[src/rtl/rstSeqPkg.sv]
package rstSeqPkg;
  // bit positions of the request vector; priority is lowest index first
  localparam int CAUSE_N = 8;
  localparam int C_POWER = 0;
  localparam int C_BROWN = 1;

  typedef struct packed {
    logic restart;   // a request was accepted this cycle
    logic needOst;   // crystal-class source: count oscillator edges
    logic needLock;  // PLL-class source: count lock ticks
    logic needMon;   // monitor enable is delayed after release
  } seqStrobes_t;
endpackage

[src/rtl/rstSeqCtrl.sv]
module rstSeqCtrl #(
  parameter int TPOR = 10,
  parameter int TSTART_ON = 20,
  parameter int TSTART_OFF = 64000,
  parameter int TRST = 20,
  parameter int CNT_W = 17
) (
  input  logic clk,
  input  logic rstN,
  input  logic [rstSeqPkg::CAUSE_N-1:0] causeReq,
  input  logic regulatorOn,
  input  logic [1:0] clkClass,
  input  logic switchEnable,
  input  logic [2:0] cfgSource,
  input  logic [2:0] curSource,
  output rstSeqPkg::seqStrobes_t strobes,
  output logic [CNT_W-1:0] rstTotal,
  output logic [rstSeqPkg::CAUSE_N-1:0] causeLatched,
  output logic [2:0] bootSource
);
  import rstSeqPkg::*;

  localparam logic [CNT_W-1:0] PorTicks = CNT_W'(TPOR);
  localparam logic [CNT_W-1:0] StartOnTicks = CNT_W'(TSTART_ON);
  localparam logic [CNT_W-1:0] StartOffTicks = CNT_W'(TSTART_OFF);
  localparam logic [CNT_W-1:0] RstTicks = CNT_W'(TRST);

  logic [CAUSE_N-1:0] winner;
  logic [CNT_W-1:0] startTicks;
  logic longChain;

  // isolate lowest set request bit
  assign winner = causeReq & (~causeReq + CAUSE_N'(1));
  assign longChain = winner[C_POWER] | winner[C_BROWN];
  assign startTicks = regulatorOn ? StartOnTicks : StartOffTicks;

  always_comb begin
    if (winner[C_POWER]) rstTotal = PorTicks + startTicks + RstTicks;
    else if (winner[C_BROWN]) rstTotal = startTicks + RstTicks;
    else rstTotal = RstTicks;
  end

  always_comb begin
    strobes.restart = |causeReq;
    strobes.needOst = clkClass[1];
    strobes.needLock = clkClass[0];
    strobes.needMon = longChain && (clkClass != 2'b00);
  end

  always_ff @(posedge clk or negedge rstN) begin
    if (!rstN) begin
      causeLatched <= '0;
      bootSource <= '0;
    end else if (strobes.restart) begin
      causeLatched <= winner;
      bootSource <= (!switchEnable || longChain) ? cfgSource : curSource;
    end
  end

  a_r8_onehot_latch: assert property (@(posedge clk) disable iff (!rstN)
    $onehot0(causeLatched));
  a_r8_power_wins: assert property (@(posedge clk) disable iff (!rstN)
    causeReq[C_POWER] |=> causeLatched[C_POWER]);
  a_r9_boot_held: assert property (@(posedge clk) disable iff (!rstN)
    !strobes.restart |=> $stable(bootSource));
endmodule

[src/rtl/rstSeqTimers.sv]
module rstSeqTimers #(
  parameter int TLOCK = 20,
  parameter int TFSCM = 100,
  parameter int OST_EDGES = 1024,
  parameter int CNT_W = 17
) (
  input  logic clk,
  input  logic rstN,
  input  logic tick,
  input  logic oscEdge,
  input  rstSeqPkg::seqStrobes_t strobes,
  input  logic [CNT_W-1:0] rstTotal,
  output logic released,
  output logic clkReady,
  output logic monOn
);
  localparam int OST_W = $clog2(OST_EDGES + 1);
  localparam int LOCK_W = $clog2(TLOCK + 1);
  localparam int MON_W = $clog2(TFSCM + 1);

  logic [CNT_W-1:0] rstCnt;
  logic [OST_W-1:0] ostCnt;
  logic [LOCK_W-1:0] lockCnt;
  logic [MON_W-1:0] monCnt;
  logic armed, monDelayed;

  always_ff @(posedge clk or negedge rstN) begin
    if (!rstN) begin
      rstCnt <= '0;
      ostCnt <= '0;
      lockCnt <= '0;
      monCnt <= '0;
      armed <= 1'b0;
      released <= 1'b0;
      monOn <= 1'b0;
      monDelayed <= 1'b0;
    end else if (strobes.restart) begin
      rstCnt <= rstTotal;
      ostCnt <= strobes.needOst ? OST_W'(OST_EDGES) : '0;
      lockCnt <= strobes.needLock ? LOCK_W'(TLOCK) : '0;
      monCnt <= MON_W'(TFSCM);
      armed <= 1'b1;
      released <= 1'b0;
      monOn <= 1'b0;
      monDelayed <= strobes.needMon;
    end else begin
      // reset delay chain, counted as one total
      if (armed && !released && tick) begin
        rstCnt <= rstCnt - CNT_W'(1);
        if (rstCnt == CNT_W'(1)) begin
          released <= 1'b1;
          if (!monDelayed) monOn <= 1'b1;
        end
      end
      // monitor delay starts after release
      if (released && !monOn && tick) begin
        monCnt <= monCnt - MON_W'(1);
        if (monCnt == MON_W'(1)) monOn <= 1'b1;
      end
      // clock waits run alongside the reset delay
      if (ostCnt != '0 && oscEdge) ostCnt <= ostCnt - OST_W'(1);
      if (lockCnt != '0 && tick) lockCnt <= lockCnt - LOCK_W'(1);
    end
  end

  assign clkReady = armed && (ostCnt == '0) && (lockCnt == '0);

  a_r1_release_on_tick: assert property (@(posedge clk) disable iff (!rstN)
    $rose(released) |-> $past(tick));
  a_r7_monitor_after_release: assert property (@(posedge clk) disable iff (!rstN)
    monOn |-> released);
  a_r5_ready_holds: assert property (@(posedge clk) disable iff (!rstN)
    (clkReady && !strobes.restart) |=> clkReady);
  a_r10_restart_drops: assert property (@(posedge clk) disable iff (!rstN)
    strobes.restart |=> (!released && !monOn));
endmodule

[src/rtl/rstSequencer.sv]
module rstSequencer #(
  parameter int TPOR = 10,
  parameter int TSTART_ON = 20,
  parameter int TSTART_OFF = 64000,
  parameter int TRST = 20,
  parameter int TLOCK = 20,
  parameter int TFSCM = 100,
  parameter int OST_EDGES = 1024
) (
  input  logic clk,
  input  logic rstN,
  input  logic tick,
  input  logic oscEdge,
  input  logic [7:0] causeReq,
  input  logic regulatorOn,
  input  logic [1:0] clkClass,
  input  logic switchEnable,
  input  logic [2:0] cfgSource,
  input  logic [2:0] curSource,
  output logic sysRstN,
  output logic clkReady,
  output logic runEnable,
  output logic monitorEnable,
  output logic [7:0] causeLatched,
  output logic [2:0] bootSource
);
  localparam int START_MAX = (TSTART_ON > TSTART_OFF) ? TSTART_ON : TSTART_OFF;
  localparam int CNT_W = $clog2(TPOR + START_MAX + TRST + 1);

  rstSeqPkg::seqStrobes_t strobes;
  logic [CNT_W-1:0] rstTotal;
  logic released;

  rstSeqCtrl #(.TPOR(TPOR), .TSTART_ON(TSTART_ON), .TSTART_OFF(TSTART_OFF),
               .TRST(TRST), .CNT_W(CNT_W)) u_ctrl (
    .clk(clk), .rstN(rstN), .causeReq(causeReq), .regulatorOn(regulatorOn),
    .clkClass(clkClass), .switchEnable(switchEnable), .cfgSource(cfgSource),
    .curSource(curSource), .strobes(strobes), .rstTotal(rstTotal),
    .causeLatched(causeLatched), .bootSource(bootSource));

  rstSeqTimers #(.TLOCK(TLOCK), .TFSCM(TFSCM), .OST_EDGES(OST_EDGES),
                 .CNT_W(CNT_W)) u_timers (
    .clk(clk), .rstN(rstN), .tick(tick), .oscEdge(oscEdge), .strobes(strobes),
    .rstTotal(rstTotal), .released(released), .clkReady(clkReady),
    .monOn(monitorEnable));

  assign sysRstN = released;
  assign runEnable = released & clkReady;
endmodule

[config.mk]
export PLATFORM = sky130hd
export DESIGN_NAME = rstSequencer
export DESIGN_NICKNAME = d
export VERILOG_FILES = /design/src/rtl/rstSeqPkg.sv /design/src/rtl/rstSeqCtrl.sv /design/src/rtl/rstSeqTimers.sv /design/src/rtl/rstSequencer.sv
export SDC_FILE = /design/constraint.sdc
export NUM_CORES = 1
export LEC_CHECK = 0
export BUFFER_PORTS_ARGS = -buffer_cell sky130_fd_sc_hd__clkbuf_2
export CORE_UTILIZATION = 58
export CTS_CLUSTER_SIZE = 20
export DETAILED_ROUTE_END_ITERATION = 10
export HOLD_SLACK_MARGIN = 0.05
export PLACE_DENSITY_LB_ADDON = 0.3
export SLEW_MARGIN = 20
export SYNTH_ARGS = -nofsm -noshare
export SYNTH_HDL_FRONTEND = slang
export SYNTH_HIERARCHICAL = 1
export SYNTH_SLANG_ARGS = --single-unit
[constraint.sdc]
create_clock -name clk -period 2.46 [get_ports clk]
set_input_delay 0.369 -clock clk [delete_from_list [all_inputs] [get_ports clk]]
set_output_delay 0.369 -clock clk [all_outputs]
set_load 0.01 [all_outputs]
==> results_dict.tcl, run 1 <==
set metrics [dict create \
    status "finished clean" \
    pwr-share-clk_pct 32.1 \
    cts_tree "done" \
    ys_seq_elements 54 \
    r2r-start "u_timers/rstCnt[8]$_DFFE_PN0P_" \
    cp_cell_sequence "inv_1 > ha_1 > nor4b_2 > nand2_1 > nor4_2 > and2_1 > clkbuf_2" \
    cap_violations 0 \
    rsz0062_at_grt "false" \
    boundaryPins 37 \
    clock_latency_ns 0.31 \
    yosysTopAreaCell "dfrtp_1" \
    tightest_slew_ns 0.635 \
    synth_area_leaders "dfrtp_1 (46%), nor2_1 (4.0%), xnor2_1 (3.9%), nand2_1 (3.6%), buf_4 (3.3%)" \
    die_w_um 73.2 \
    irDropWorstVdd_v 0.000305 \
    via_per_inst 5.47 \
    cts_setup_buffers 0 \
    synth-async-reset-ratio_pct 100 \
    yosysUniqueCellTypes 55 \
    drc 0 \
    setup_viol_count_final 0 \
    num_vias 2261 \
    met1_usage_pct 28.8 \
    ys_warn_count 6 \
    dp_hpwl_um 3910 \
    grt_pass1_vias 2190 \
    die_area_mm2 0.00536 \
    critPathKind "reg2out" \
    fin_ws_ns 0.212 \
    cts_htree_levels 2 \
    dp_slack_ns 0.297 \
    top_usage_layer "met2" \
    intPower_w 0.00122 \
    grtUsageMet2_pct 38.5 \
    timing.rr.end "u_timers/monOn$_DFF_PN0_" \
    synth_flop_cell "dfrtp_1" \
    drt_iter0_markers 167 \
    required_ns 2.09 \
    reg2reg_depth 4 \
    grt_pass1_wl_um 9390 \
    core_mm2 0.00479 \
    startpoint_type "register" \
    met3_usage_pct 4.01 \
    syn_area_per_cell_um2 9.46 \
    synth_cells 311 \
    final_common_cell "dfrtp_1" \
    hold_violations 0 \
    drive_above_1_share_pct 19.7 \
    final_cell_mix "dfrtp_1 (54), clkbuf_2 (36), nor2_1 (31), nand2_1 (28), o21ai_1 (18)" \
    rows 25 \
    worst-endpoint-arrival_ns 1.88 \
    final_antenna_net_count 0 \
    grtUsageTotal_pct 22.7 \
    slew-limit-headroom_pct 57.7 \
    yosysTopAreaCellShare_pct 45.9 \
    area_growth_pct 10.7 \
    finClkSkew_ns 0.00532 \
    gr-total-overflow 0 \
    gp_congestion 0.820 \
    slowest_delay_ns 0.41 \
    p_switching_w 0.000412 \
    fillers 390 \
    crit_path_end_kind "primary output" \
    clockRootBuffer "clkbuf_8" \
    clock-sinks 54 \
    crit_fanout 4 \
    fin_setup_tns_ns 0 \
    hp-class "in2async" \
    clkTransAtPathRegs_ns 0.10 \
    portBuffers 36 \
    syn_area_mm2 0.00294 \
    p_leak_nw 1.44 \
    powerDensity_mw_per_mm2 501 \
    drv_slew 0 \
    seq_area_frac_synth_pct 45.9 \
    nNetsFinal 373 \
    totalWireLength_um 5360 \
    initial_core_util_pct 61.5 \
    ff2ff_setup_slack_ns 0.28 \
    grt_max_degree 54 \
    p_sw_share_pct 25.2 \
    cts_buffer_depth 2 \
    power.share.sequential_pct 57.5 \
    dr.pass1.iters 4 \
    numCtsBuffers 5 \
    min_period_over_period_pct 91.4 \
    die_h_um 73.2 \
    antenna_cells 0 \
    synth-edff-count 0 \
    antenna_found_initial 0 \
    period_needed_ns 2.25 \
    max_clock_freq_mhz 445 \
    power_frac_comb_pct 10.5 \
    wire_per_inst_um 13.0 \
    cpMaxStageDelayCell "dfrtp_1" \
]
## how the worst max path moves through the flow
stage | from | to | slack [ns] | cells past startpoint
3_3_place_gp | u_timers/rstCnt[8]$_DFFE_PN0P_ | u_timers/monOn$_DFF_PN0_ | 0.32 | 4
2_1_floorplan | causeReq[0] | u_timers/monOn$_DFF_PN0_ | 0.19 | 10
3_5_place_dp | u_timers/rstCnt[8]$_DFFE_PN0P_ | u_timers/monOn$_DFF_PN0_ | 0.30 | 4
6_report | u_timers/lockCnt[0]$_DFFE_PN0P_ | runEnable | 0.21 | 7
5_1_grt | u_timers/lockCnt[0]$_DFFE_PN0P_ | runEnable | 0.005 | 7
4_1_cts | u_timers/lockCnt[0]$_DFFE_PN0P_ | runEnable | 0.02 | 7
## worst max-delay path, delay by kind of cell, from the launching register on
| kind | cells | cell delay (ns) |
|---|---|---|
| adder cells (fa/ha/maj) | 1 | 0.21 |
| buffers and inverters | 2 | 0.18 |
| AND/OR/NAND/NOR | 4 | 0.75 |
| flip-flops | 1 | 0.41 |
## per-stage QoR
stage	hold slack (ns)	cells	total power (W)	util, %	cell area, um^2
floorplan	0.0734	315	0.00106	-	2960
global placement	0.408	405	0.00112	65.7	3150
detailed placement	0.415	405	0.00113	65.7	3150
CTS	0.0709	413	0.00165	67.8	3240
global route	0.103	413	0.00171	68.1	3260
finish	0.0594	413	0.00163	68.1	3260
## cells by family after synthesis
logic type	Yosys count	share of synthesized area [%]
AND/OR/NAND/NOR	126	23.4
multiplexers	5	1.74
adder cells (fa/ha/maj)	6	2.55
other	1	0.127
flip-flops	54	45.9
buffers and inverters	39	7.15
XOR/XNOR	20	5.95
AO/OA/AOI/OAI	60	13.1
## Yosys cell counts, drive strengths merged (2+ instances only)
master / instances
inv: 15
nor3b: 2
xnor2: 13
a22o: 3
nor2b: 3
and3b: 3
nor2: 31
buf: 17
clkbuf: 6
a31oi: 2
nand3: 8
o21ai: 26
a21oi: 9
nand4b: 2
dfrtp: 54
or3: 9
or2: 3
nand2b: 5
o31ai: 2
ha: 6
or4b: 2
a21o: 2
or4: 2
nor3: 10
xor2: 7
nand2: 28
and2: 2
mux2i: 4
o31a: 5
a211oi: 4
nor4: 11
## final cells by class
| class | count | area (um^2) | area share [%] |
|---|---|---|---|
| multi-input cells | 222 | 1410 | 43.2 |
| well taps | 67 | 83.8 | 2.57 |
| repair buffers | 46 | 255 | 7.84 |
| inverters | 16 | 60.1 | 1.84 |
| clock inverters | 2 | 16.3 | 0.499 |
| clock buffers | 6 | 82.6 | 2.54 |
| flip-flops and latches | 54 | 1350 | 41.5 |
## layer usage
metal | vias to the layer above | routed length [um]
met4 | 0 | 100
met3 | 9 | 159
met2 | 40 | 2580
li1 | 1141 | -
met1 | 1071 | 2520
met5 | - | 0
## state kept, by name (all words and copies together), names as in the netlist
signal and flops:
u_timers/released 1, u_timers/monOn 1, u_ctrl/causeLatched 8, u_ctrl/bootSource 3, u_timers/ostCnt 11, u_timers/lockCnt 5, u_timers/rstCnt 16, u_timers/armed 1
u_timers/monDelayed 1, u_timers/monCnt 7
## power groups by stage
stage / registers (W) / clock network [W] / logic [W]
final: 0.000938 / 0.000523 / 0.000171
after global routing: 0.000943 / 0.000569 / 0.000195
after CTS: 0.000937 / 0.000543 / 0.000171
after floorplan: 0.000954 / 0 / 0.000111
after detailed placement: 0.000955 / 0 / 0.000170
after global placement: 0.000954 / 0 / 0.000166
## timing repair
action / in CTS / in global routing
endpoints found under the setup margin: 0 / 2
hold buffers: 0 / 0
gates resized for setup: 0 / 2
Note: power is estimated with default switching activity, not from simulation.
==> inputs of run 2 (changes only) <==
--- a/config.mk
+++ b/config.mk
@@ -6,6 +6,7 @@
 export NUM_CORES = 1
 export LEC_CHECK = 0
 export BUFFER_PORTS_ARGS = -buffer_cell sky130_fd_sc_hd__clkbuf_2
+export CORE_MARGIN = 2
 export CORE_UTILIZATION = 58
 export CTS_CLUSTER_SIZE = 20
 export DETAILED_ROUTE_END_ITERATION = 10
==> run 2 against run 1 <==
Against the previous run: core utilization is 0.42 points lower; flip-flop and latch count stayed put; global-route usage is 0.082 points lower; critical path type unchanged; critical endpoint unchanged.
==> results_dict.tcl, run 2 (synthesized netlist as in run 1, its figures left out) <==
set metrics [dict create \
    initial_core_util_pct 61.1 \
    antenna_cells 0 \
    max_clock_freq_mhz 445 \
    grtUsageTotal_pct 22.6 \
    crit_path_end_kind "primary output" \
    largest_reg_flops 16 \
    grt_max_degree 55 \
    worst-endpoint-arrival_ns 1.88 \
    drive_above_1_share_pct 18.8 \
    startpoint_type "register" \
    final_cell_mix "dfrtp_1 (54), clkbuf_2 (36), nor2_1 (31), nand2_1 (28), o21ai_1 (18)" \
    min_period_over_period_pct 91.3 \
    dp_hpwl_um 4110 \
    grt_pass1_vias 2176 \
    hold_violations 0 \
    drv_slew 0 \
    rows 25 \
    cap_violations 0 \
    cp_cell_sequence "inv_1 > ha_1 > nor4b_2 > nand2_1 > nor4_1 > and2_1 > clkbuf_2" \
    final_common_cell "dfrtp_1" \
    setup_viol_count_final 0 \
    layout.cells.non_filler 412 \
    status "finished clean" \
    hp-class "in2reg" \
    critPathKind "reg2out" \
    rsz0062_at_grt "false" \
    tightest_slew_ns 0.547 \
    wire_per_inst_um 14.0 \
    core_mm2 0.00482 \
    gp_congestion 0.795 \
    max_flop_register "u_timers/rstCnt" \
    numCtsBuffers 5 \
    clock_latency_ns 0.31 \
    period_needed_ns 2.25 \
    cts_setup_buffers 0 \
    cpMaxStageDelayCell "dfrtp_1" \
    clockRootBuffer "clkbuf_8" \
    clock-sinks 54 \
    drc 0 \
    die_w_um 75.2 \
    crit_fanout 4 \
    area_growth_pct 10.8 \
    final_antenna_net_count 0 \
    gr-total-overflow 0 \
    p_leak_nw 1.43 \
    cts_tree "done" \
    fin_setup_tns_ns 0 \
    drt_iter0_markers 159 \
    grt_pass1_wl_um 9790 \
    cts_buffer_depth 2 \
    boundaryPins 37 \
    clkTransAtPathRegs_ns 0.10 \
    cts_htree_levels 2 \
    powerDensity_mw_per_mm2 502 \
    slowest_delay_ns 0.42 \
    dr.pass1.iters 4 \
    required_ns 2.09 \
    die_h_um 75.2 \
    post-place-cells 403 \
    largestRegisters "u_timers/rstCnt (16), u_timers/ostCnt (11), u_ctrl/causeLatched (8)" \
    nNetsFinal 372 \
    die_area_mm2 0.00566 \
    slew-limit-headroom_pct 63.2 \
    portBuffers 36 \
    num_vias 2293 \
    via_per_inst 5.57 \
    antenna_found_initial 0 \
    finClkSkew_ns 0.00905 \
    totalWireLength_um 5760 \
    irDropWorstVdd_v 0.000240 \
]
==> run 2: cell count changes in the layout (fill, tap and decap cells not counted), sizes merged <==
cell / previous run / this run
buf: 10 / 8
dlygate4sd3: 0 / 1
==> run 2: repair_timing <==
action                                  in CTS  in global routing
endpoints found under the setup margin       0                  2
resized for setup                            0                  1
endpoints found under the hold margin       13                  0
hold buffers                                 1                  0
==> run 2: cell type report <==
class | count | area, um^2
timing repair buffer | 45 | 263
clock buffer | 6 | 82.6
tap | 67 | 83.8
sequential | 54 | 1350
fill | 413 | 1560
clock inverter | 2 | 16.3
inverter | 16 | 60.1
multi-input combinational | 222 | 1400
==> run 2: report_power, final <==
group	total [W]	internal [W]	switching (W)
Clock	0.000527	0.000232	0.000294
Sequential	0.000938	0.000914	0.0000247
Combinational	0.000171	0.0000755	0.0000960
==> run 2: routing by layer <==
layer / vias to the layer above / global-route usage, % / share of wire (%)
met5: - / 0 / 0
met4: 0 / 6.82 / 1.4
met3: 7 / 4.55 / 3.9
met2: 50 / 38.6 / 51
met1: 1098 / 29.3 / 44
li1: 1138 / - / -
==> run 2: path summary, 6_finish.rpt <==
check	start	slack, ns	end	cells after the start
max in group asynchronous	rstN	1.61	u_ctrl/causeLatched[2]$_DFFE_PN0P_	3
max reg2reg	u_timers/rstCnt[8]$_DFFE_PN0P_	0.25	u_timers/monOn$_DFF_PN0_	4
max	u_timers/lockCnt[0]$_DFFE_PN0P_	0.21	runEnable	7
min	causeReq[4]	0.26	u_ctrl/causeLatched[5]$_DFFE_PN0P_	2
min reg2reg	u_timers/monDelayed$_DFFE_PN0P_	0.46	u_timers/monOn$_DFF_PN0_	1
min in group asynchronous	rstN	0.59	u_timers/lockCnt[3]$_DFFE_PN0P_	3
==> run 2: critical path, delay by kind of cell (launching register included) <==
family / cells / cell delay, ns
AND/OR/NAND/NOR: 4 / 0.75
flip-flops: 1 / 0.42
adder cells (fa/ha/maj): 1 / 0.20
buffers and inverters: 2 / 0.18
==> run 2: per-stage QoR <==
stage,util [%],power (W),area [um^2],setup slack (ns),hold slack (ns)
4_1_cts,67.5,0.00165,3250,0.0987,0.258
5_1_grt,67.6,0.00171,3260,0.00252,0.281
2_1_floorplan,-,0.00106,2960,0.187,0.0734
3_3_place_gp,65.2,0.00112,3140,0.315,0.392
3_5_place_dp,65.2,0.00113,3140,0.260,0.390
6_report,67.6,0.00164,3260,0.215,0.261
==> inputs of run 3 (changes only) <==
--- a/config.mk
+++ b/config.mk
@@ -6,8 +6,10 @@
 export NUM_CORES = 1
 export LEC_CHECK = 0
 export BUFFER_PORTS_ARGS = -buffer_cell sky130_fd_sc_hd__clkbuf_2
+export CELL_PAD_IN_SITES_DETAIL_PLACEMENT = 1
+export CELL_PAD_IN_SITES_GLOBAL_PLACEMENT = 1
 export CORE_MARGIN = 2
-export CORE_UTILIZATION = 58
+export CORE_UTILIZATION = 44
 export CTS_CLUSTER_SIZE = 20
 export DETAILED_ROUTE_END_ITERATION = 10
 export HOLD_SLACK_MARGIN = 0.05
@@ -15,5 +17,4 @@
 export SLEW_MARGIN = 20
 export SYNTH_ARGS = -nofsm -noshare
 export SYNTH_HDL_FRONTEND = slang
-export SYNTH_HIERARCHICAL = 1
 export SYNTH_SLANG_ARGS = --single-unit
==> run 3 against run 2 <==
Against the previous run: design area down 3.1%; die area up 23%; combinational power about the same; core utilization down 15 points; synthesized cell count down 5.8%; routed wire length up 18%; largest cell class is now registers.
==> results_dict.tcl, run 3 <==
set metrics [dict create \
    drt_iter0_markers 95 \
    ys_seq_elements 54 \
    synth_fa_ha_area_share_pct 2.71 \
    synth_compound_area_share_pct 13.7 \
    max_flop_register "u_timers.rstCnt" \
    die_w_um 83.4 \
    synth_area_leaders "dfrtp_1 (49%), nor2_1 (5.3%), nand2_1 (3.2%), a21oi_1 (3.1%), nor4_1 (2.9%)" \
    numCtsBuffers 5 \
    status "finished clean" \
    crit_fanout 6 \
    yosysTopAreaCell "dfrtp_1" \
    gr-total-overflow 0 \
    largest_reg_flops 16 \
    portBuffers 36 \
    initial_core_util_pct 46.3 \
    seq_area_frac_synth_pct 48.7 \
    clock_latency_ns 0.31 \
    tightest_slew_ns 0.894 \
    clkTransAtPathRegs_ns 0.10 \
    min_period_over_period_pct 92.9 \
    num_vias 2387 \
    clock-sinks 54 \
    irDropWorstVdd_v 0.000297 \
    dr.pass1.iters 4 \
    hold_violations 0 \
    synth_flop_cell "dfrtp_1" \
    final_common_cell "dfrtp_1" \
    synth_top_family_by_area "simple AND/OR/NAND/NOR gates" \
    wl_met3_um 237 \
    antenna_found_initial 0 \
    max_clock_freq_mhz 438 \
    ys_warn_count 0 \
    gp_congestion 0.775 \
    boundaryPins 37 \
    synth_fp_nets 321 \
    via_per_inst 5.84 \
    grt_max_degree 55 \
    syn_area_mm2 0.00277 \
    wl_met2_um 3320 \
    die_h_um 83.4 \
    synthTopCellsByCount "dfrtp_1 (54), nor2_1 (39), nand2_1 (24)" \
    antenna_cells 0 \
    setup_viol_count_final 0 \
    dp_slack_ns 0.367 \
    critPathKind "reg2out" \
    totalWireLength_um 6780 \
    syn_area_per_cell_um2 9.46 \
    die_area_mm2 0.00695 \
    largestRegisters "u_timers.rstCnt (16), u_timers.ostCnt (11), u_ctrl.causeLatched (8)" \
    fin_setup_tns_ns 0 \
    drive_above_1_share_pct 16.5 \
    hp-class "in2async" \
    cts_tree "done" \
    final_antenna_net_count 0 \
    nNetsFinal 361 \
    finClkSkew_ns 0.0147 \
    period_needed_ns 2.29 \
    startpoint_type "register" \
    crit_path_end_kind "primary output" \
    grt_pass1_wl_um 11600 \
    dp_hpwl_um 4830 \
    fillers 724 \
    required_ns 2.09 \
    grt_pass1_vias 2445 \
    final_cell_mix "dfrtp_1 (54), nor2_1 (39), clkbuf_2 (36), nand2_1 (24), a21oi_1 (17)" \
    cts_buffer_depth 2 \
    wl_met1_um 3180 \
    yosysTopAreaCellShare_pct 48.7 \
    worst-endpoint-arrival_ns 1.92 \
    synth-xor-area-share_pct 4.74 \
    wire_per_inst_um 16.6 \
    fin_ws_ns 0.175 \
    p_leak_nw 1.38 \
    synth-edff-count 0 \
    synth_cells 293 \
    synth_most_common_cell "dfrtp_1" \
    powerDensity_mw_per_mm2 514 \
    ctsHoldBuffers 0 \
    cap_violations 0 \
    rows 28 \
    maxUsedRoutingLayer "met4" \
    grtUsageTotal_pct 20.1 \
    synth-async-reset-ratio_pct 100 \
    drc 0 \
    drv_slew 0 \
    slew-limit-headroom_pct 40.2 \
    clockRootBuffer "clkbuf_8" \
    area_growth_pct 13.9 \
    cts_htree_levels 2 \
    yosysUniqueCellTypes 53 \
    rsz0062_at_grt "false" \
    synth.area.mux_share_pct 1.81 \
    yosys.area_share.simple_pct 25.2 \
    core_mm2 0.00599 \
    whs_ns 0.154 \
]
-- run 3: power breakdown --
part	switching, W	leakage [nW]	total (W)	internal [W]
sequential	0.0000265	0.696	0.000936	0.000910
combinational	0.000102	0.632	0.000170	0.0000679
clock	0.000292	0.0472	0.000519	0.000227
-- run 3: final timing paths --
kind	to	slack [ns]	startpoint	cells after the start
worst min-delay path	u_timers.ostCnt[2]$_DFFE_PN0P_	0.15	rstN	2
worst max register to register	u_timers.rstCnt[13]$_DFFE_PN0P_	0.35	u_timers.rstCnt[4]$_DFFE_PN0P_	4
worst min register to register	u_ctrl.causeLatched[0]$_DFFE_PN0N_	0.49	u_ctrl.causeLatched[0]$_DFFE_PN0N_	1
min in group clk	u_ctrl.causeLatched[7]$_DFFE_PN0N_	0.25	causeReq[6]	2
worst max-delay path	runEnable	0.17	u_timers.ostCnt[7]$_DFFE_PN0P_	5
max in group asynchronous	u_timers.monCnt[0]$_DFFE_PN0P_	1.81	rstN	2
-- run 3: worst max-delay path: stages, from the launching register on --
cell,delay (ns)
dfrtp_1,0.43
nor4_2,0.39
nand4_1,0.32
nor2_1,0.22
and2_1,0.14
clkbuf_2,0.12
-- run 3: final cells by class --
cell class	count	area [um^2]	area share, %
sequential	54	1350	42.8
multi-input combinational	218	1340	42.4
timing repair buffer	44	240	7.61
tap	75	93.8	2.97
clock buffer	6	82.6	2.61
inverter	10	37.5	1.19
clock inverter	2	12.5	0.396
-- run 3: metrics by stage --
stage	utilization, %	power [W]	cells	cell area [um^2]
2_1_floorplan	-	0.00104	293	2770
3_3_place_gp	51.0	0.00112	401	3060
3_5_place_dp	51.0	0.00112	401	3060
4_1_cts	52.6	0.00164	409	3150
5_1_grt	52.7	0.00170	409	3160
6_report	52.7	0.00162	409	3160
-- run 3: routing by layer --
metal / track usage, % / up-vias
li1: - / 1136
met1: 26.7 / 1211
met2: 34.1 / 35
met3: 4.08 / 5
met4: 4.17 / 0
met5: 0 / -
-- run 3: cell families (layout without fill, tap and decap cells) --
group / count (synthesis) / in the layout
DFF: 54 / 54
buffers and inverters: 21 / 62
adders and majority gates: 6 / 6
xor gates and xnor gates: 15 / 15
AOI/OAI and AO/OA: 58 / 58
and+or+nand+nor: 134 / 134
muxes: 5 / 5
-- run 3: repair_timing --
item                       CTS  global route
buffers inserted             0             0
setup endpoints to repair    0             2
gates resized for setup      0             1
